### config.mk
export PLATFORM = sky130hd
export DESIGN_NAME = boot_post_snoop
export DESIGN_NICKNAME = d
export VERILOG_FILES = /design/src/rtl/boot_post_snoop.sv
export SDC_FILE = /design/constraint.sdc
export NUM_CORES = 1
export LEC_CHECK = 0
export CELL_PAD_IN_SITES_DETAIL_PLACEMENT = 1
export CELL_PAD_IN_SITES_GLOBAL_PLACEMENT = 2
export CORE_MARGIN = 3
export CORE_UTILIZATION = 30
export CTS_CLUSTER_SIZE = 16
export DETAILED_ROUTE_END_ITERATION = 16
export PLACE_DENSITY = 0.59
export SLEW_MARGIN = 5
export SYNTH_ARGS = -nofsm -noshare
export SYNTH_HDL_FRONTEND = slang
export SYNTH_SLANG_ARGS = --single-unit
### constraint.sdc
create_clock -name clk -period 6.7 [get_ports clk]
set_input_delay 1.34 -clock clk [delete_from_list [all_inputs] [get_ports clk]]
set_output_delay 1.34 -clock clk [all_outputs]
set_load 0.05 [all_outputs]
### src/rtl/boot_post_snoop.sv
module boot_post_snoop #(
  parameter int AW        = 20,
  parameter int DW        = 16,
  parameter int N_REC     = 16,
  parameter int HOLD_CYC  = 16,
  parameter int POST_TMO  = 1 << 24,
  parameter logic [19:0] VEC_ADDR  = 20'hFFFF0,
  parameter logic [15:0] POST_PORT = 16'h0080
) (
  input  logic                       clk,
  input  logic                       rst_n,
  input  logic                       cold_start,
  input  logic                       bus_rst,
  input  logic [AW-1:0]              bus_addr,
  input  logic [DW-1:0]              bus_data,
  input  logic                       bus_memr_n,
  input  logic                       bus_iow_n,
  input  logic [$clog2(N_REC)-1:0]   rd_idx,
  output logic [AW-1:0]              rd_addr,
  output logic [DW-1:0]              rd_data,
  output logic [$clog2(N_REC+1)-1:0] rec_count,
  output logic                       boot_seen,
  output logic                       boot_bad,
  output logic [7:0]                 post_code,
  output logic                       post_pass,
  output logic                       post_fail,
  output logic                       retest,
  output logic                       no_post
);
  localparam int CW = $clog2(N_REC + 1);
  localparam int IW = $clog2(N_REC);
  localparam int HW = $clog2(HOLD_CYC + 1);
  localparam int TW = $clog2(POST_TMO + 1);

  logic [1:0]    rst_sy;
  logic [2:0]    memr_sy, iow_sy;
  logic [AW-1:0] addr_s1, addr_s2;
  logic [DW-1:0] data_s1, data_s2;

  always_ff @(posedge clk or negedge rst_n)
    if (!rst_n) begin
      rst_sy  <= '0;
      memr_sy <= '1;
      iow_sy  <= '1;
      addr_s1 <= '0; addr_s2 <= '0;
      data_s1 <= '0; data_s2 <= '0;
    end else begin
      rst_sy  <= {rst_sy[0], bus_rst};
      memr_sy <= {memr_sy[1:0], bus_memr_n};
      iow_sy  <= {iow_sy[1:0], bus_iow_n};
      addr_s1 <= bus_addr; addr_s2 <= addr_s1;
      data_s1 <= bus_data; data_s2 <= data_s1;
    end

  wire brst    = rst_sy[1];
  wire rd_evt  = memr_sy[1] & ~memr_sy[2];
  wire wr_evt  = iow_sy[1] & ~iow_sy[2];
  wire vec_hit = addr_s2 == AW'(VEC_ADDR);
  wire port_hit = addr_s2[15:0] == POST_PORT;

  logic [HW-1:0] hold_cnt;
  logic [TW-1:0] tmo_cnt;
  logic          armed, trig, cold_q, post_seen;
  logic [AW-1:0] rec_addr [N_REC];
  logic [DW-1:0] rec_data [N_REC];

  wire first_hit = armed & ~trig & rd_evt & vec_hit;
  wire more_hit  = trig & rd_evt & (rec_count < CW'(N_REC));
  wire cap_en    = ~brst & (first_hit | more_hit);
  wire [IW-1:0] wr_idx = trig ? rec_count[IW-1:0] : '0;
  wire post_wr   = ~brst & trig & wr_evt & port_hit;

  always_ff @(posedge clk)
    if (cap_en) begin
      rec_addr[wr_idx] <= addr_s2;
      rec_data[wr_idx] <= data_s2;
    end

  always_ff @(posedge clk or negedge rst_n)
    if (!rst_n) begin
      hold_cnt <= '0; armed <= 1'b0; trig <= 1'b0; cold_q <= 1'b1;
      rec_count <= '0; boot_bad <= 1'b0; post_seen <= 1'b0;
      post_code <= '0; retest <= 1'b0; tmo_cnt <= '0; no_post <= 1'b0;
    end else if (brst) begin
      if (hold_cnt != HW'(HOLD_CYC)) hold_cnt <= hold_cnt + 1'b1;
      armed <= 1'b0; trig <= 1'b0; cold_q <= cold_start;
      rec_count <= '0; boot_bad <= 1'b0; post_seen <= 1'b0;
      post_code <= '0; retest <= 1'b0; tmo_cnt <= '0; no_post <= 1'b0;
    end else begin
      if (hold_cnt != '0) begin
        hold_cnt <= '0;
        armed    <= hold_cnt == HW'(HOLD_CYC);
      end
      if (first_hit) begin
        trig      <= 1'b1;
        rec_count <= CW'(1);
        boot_bad  <= data_s2[7:0] != 8'hEA;
      end else if (more_hit) begin
        rec_count <= rec_count + 1'b1;
      end
      if (post_wr) begin
        post_code <= data_s2[7:0];
        post_seen <= 1'b1;
        if (!post_seen && data_s2[7:0] == 8'hFF && rec_count <= CW'(1))
          retest <= 1'b1;
      end
      if (trig && cold_q && !post_seen && !post_wr && !no_post) begin
        if (tmo_cnt == TW'(POST_TMO - 1)) no_post <= 1'b1;
        else tmo_cnt <= tmo_cnt + 1'b1;
      end
    end

  assign boot_seen = trig;
  assign post_pass = cold_q & post_seen & (post_code == 8'hFF) & ~retest;
  assign post_fail = cold_q & post_seen & (post_code != 8'hFF);
  assign rd_addr   = rec_addr[rd_idx];
  assign rd_data   = rec_data[rd_idx];
endmodule


==> impl_metrics.yaml <==
critical_path:
  cp_max_fo: 42
  cp.arrival_ps: 4070
  critical_path.cell_chain: "buf_8, buf_4, mux4_2, mux4_2, clkdlybuf4s50_1"
  r2r-start: "addr_s2[0]"
  crit_slowest_cell: "clkdlybuf4s50_1"
  slowest_delay_ps: 730
  cp.buffers_inverters: 3
  cpLargestDelayFamily: "buffers and inverters"
  cp-start-kind: "primary input"
  required_ps: 5360
  r2r_slack_ps: 2190
  criticalPathCategory: "in2out"
  r2r_cells: 6
  crit_start: "rd_idx[0]"
  timing.rr.end: "rec_data[11][3]"
  crit_top_cell: "mux4_2"
  cp-end-kind: "output port"
placed_design:
  place_area_um2: 29100
  dp_cells: 2451
  hpwl_mm: 36.1
  gp_congestion: 0.684
  io_buffers: 100
cts:
  clock_latency_ps: 630
  cts_setup_buffers: 0
  htreeDepth: 3
  postCtsHoldBufs: 0
  cts_buffers: 82
  cts_sinks: 706
  cts_tree: "yes"
  cts.clk_slew.worst_paths_ps: 50
  clock-root-buffer: "clkbuf_16"
  ctsResizeCount: 0
  cts_buffer_depth: 3
yosys:
  syn-num-nets: 1263
  yosys_warnings: 0
  synth.avg_cell_area_um2: 21.8
  synth_seq_area_share_pct: 77.8
  syn-cell-area_um2: 26400
  syn_inst: 1212
  ys_ff_latch: 706
  synth_cell_types: 44
timing:
  worst_pin_slew_ps: 1140
  max_clock_freq_ghz: 0.185
  rsz0062_at_grt: "no"
  hold_violations: 0
  maxSlewHeadroom_pct: 23.5
  finalSetupTns_ps: 0
  finalSetupViolations: 0
  min_period_ps: 5410
  finClkSkew_ps: 42.8
  fin_crit_sh_pct: 80.7
  timing.hold.ws_ps: 345
  drv_slew: 0
drt:
  vias: 12800
  antenna_left: 0
  routed_wl_mm: 67.5
  wl_per_cell_um: 25.9
  drt_pass1_iterations: 5
  vias_per_cell: 4.92
  drc: 0
  first_iter_violations: 931
floorplanning:
  num_io_pins: 101
  dieArea_um2: 91700
  die_width_um: 303
  core_um2: 87000
  start_util_pct: 30.4
  die_y_um: 303
  rows: 108
grt:
  grt_pass1_wl_mm: 98.9
  grt_max_degree: 83
  grt_pass1_vias: 14200
  grt-ovfl-total: 0
  antenna_found_initial: 1
  grt_util_all_layers_pct: 14.9
cells_and_area:
  final_cell_mix: "576 x edfxtp_1, 180 x mux4_2, 123 x dfrtp_1, 95 x clkdlybuf4s50_1, 83 x clkbuf_16"
  area_delta_synth_final_pct: 20.6
  fin_cells: 2603
  finalInstanceArea_um2: 31900
  final_common_cell: "edfxtp_1"
  final_nets: 1431
  drive_above_1_share_pct: 26.9
  diodes: 0
power:
  power.density_nw_per_um2: 306
  ir_drop_uv: 233
  leakagePower_nw: 10.2
  fin_total_pwr_mw: 9.73
outcome:
  status: "finished clean"
worst_hold_path:
  hp-start: "data_s1[0]"
  min-delay-path-class: "reg2reg"
  hold_end: "data_s2[0]"
  whs_path_depth: 0
job:
  max-cap-violations: 0
==> worst max-delay path by stage <==
stage               cells past startpoint              to  slack, ps
floorplan                               6  rec_addr[1][0]        340
global placement                        5      rd_addr[2]       1220
detailed placement                      5      rd_addr[2]       1210
CTS                                     5      rd_addr[2]       1220
global route                            5      rd_addr[2]       1110
finish                                  5      rd_addr[2]       1290
==> where the power goes <==
group          internal [mW]  total [mW]  switching [mW]  leakage, nW
Combinational          0.192       0.432           0.240         2.08
Sequential              4.78        4.85          0.0651         6.79
Clock                   2.64        4.45            1.81         1.35
==> metal layers <==
metal  part of all wire, %  GRT usage (%)  vias to the layer above  routed length [um]
met1                    45           20.8                     7049               30200
met5                     0              0                        -                   0
met3                   4.1           2.35                       97                2790
met4                   2.0           3.65                        0                1340
li1                      -              -                     5388                   -
met2                    49           24.6                      265               33100
==> flip-flops by register name, summed over array words and instances (netlist names), 8 cells and up <==
| register | count |
|---|---|
| tmo_cnt | 25 |
| rec_addr | 320 |
| addr_s1 | 20 |
| addr_s2 | 20 |
| data_s2 | 16 |
| rec_data | 256 |
| post_code | 8 |
| data_s1 | 16 |
==> through the flow <==
stage | setup WS (ps) | util [%]
2_1_floorplan | 342 | -
3_3_place_gp | 1220 | 33.5
3_5_place_dp | 1210 | 33.5
4_1_cts | 1220 | 36.6
5_1_grt | 1110 | 36.6
6_report | 1290 | 36.6
==> cell type report <==
cell class	instances	area (um2)
clock buffer	113	2330
fill	8440	55200
multi-input combinational	435	5680
clock inverter	39	407
sequential	706	20600
timing repair buffer	145	1390
inverter	10	37.5
tap	1155	1450
==> cells in the mapped netlist, drive strengths merged <==
cell type	n	area share (%)
edfxtp	576	65
mux4	180	15
dfrtp	123	12
clkbuf	47	0.67
a21oi	29	0.55
nor2	25	0.36
o21ai	24	0.45
nand2	22	0.31
nand3	18	0.34
or4	16	0.45
nor4	15	0.36
buf	14	0.26
nand2b	14	0.33
nand4	12	0.28
o31ai	12	0.34
inv	10	0.14
nor3	10	0.19
or3	10	0.24
dfstp	7	0.70
ha	5	0.24
nor4b	4	0.13
xnor2	4	0.13
and2	3	0.071
and3	3	0.071
nand3b	3	0.085
o2111ai	3	0.099
mux2	2	0.085
nand4b	2	0.066
nor3b	2	0.057
o211ai	2	0.057
o41ai	2	0.066
or2	2	0.047
or3b	2	0.066
xor2	2	0.066
a211o	1	0.033
a211oi	1	0.028
a21boi	1	0.028
mux2i	1	0.038
o21ba	1	0.038
o22ai	1	0.024
or4b	1	0.038
==> cell families after synthesis <==
logic type,after synthesis,share of synthesized area [%]
XOR/XNOR,6,0.199
AND/OR/NAND/NOR,164,3.49
multiplexers,183,15.5
buffers and inverters,71,1.07
adder cells (fa/ha/maj),5,0.237
AO/OA/AOI/OAI,77,1.72
flip-flops,706,77.8
Note: power is estimated with default switching activity, not from simulation.
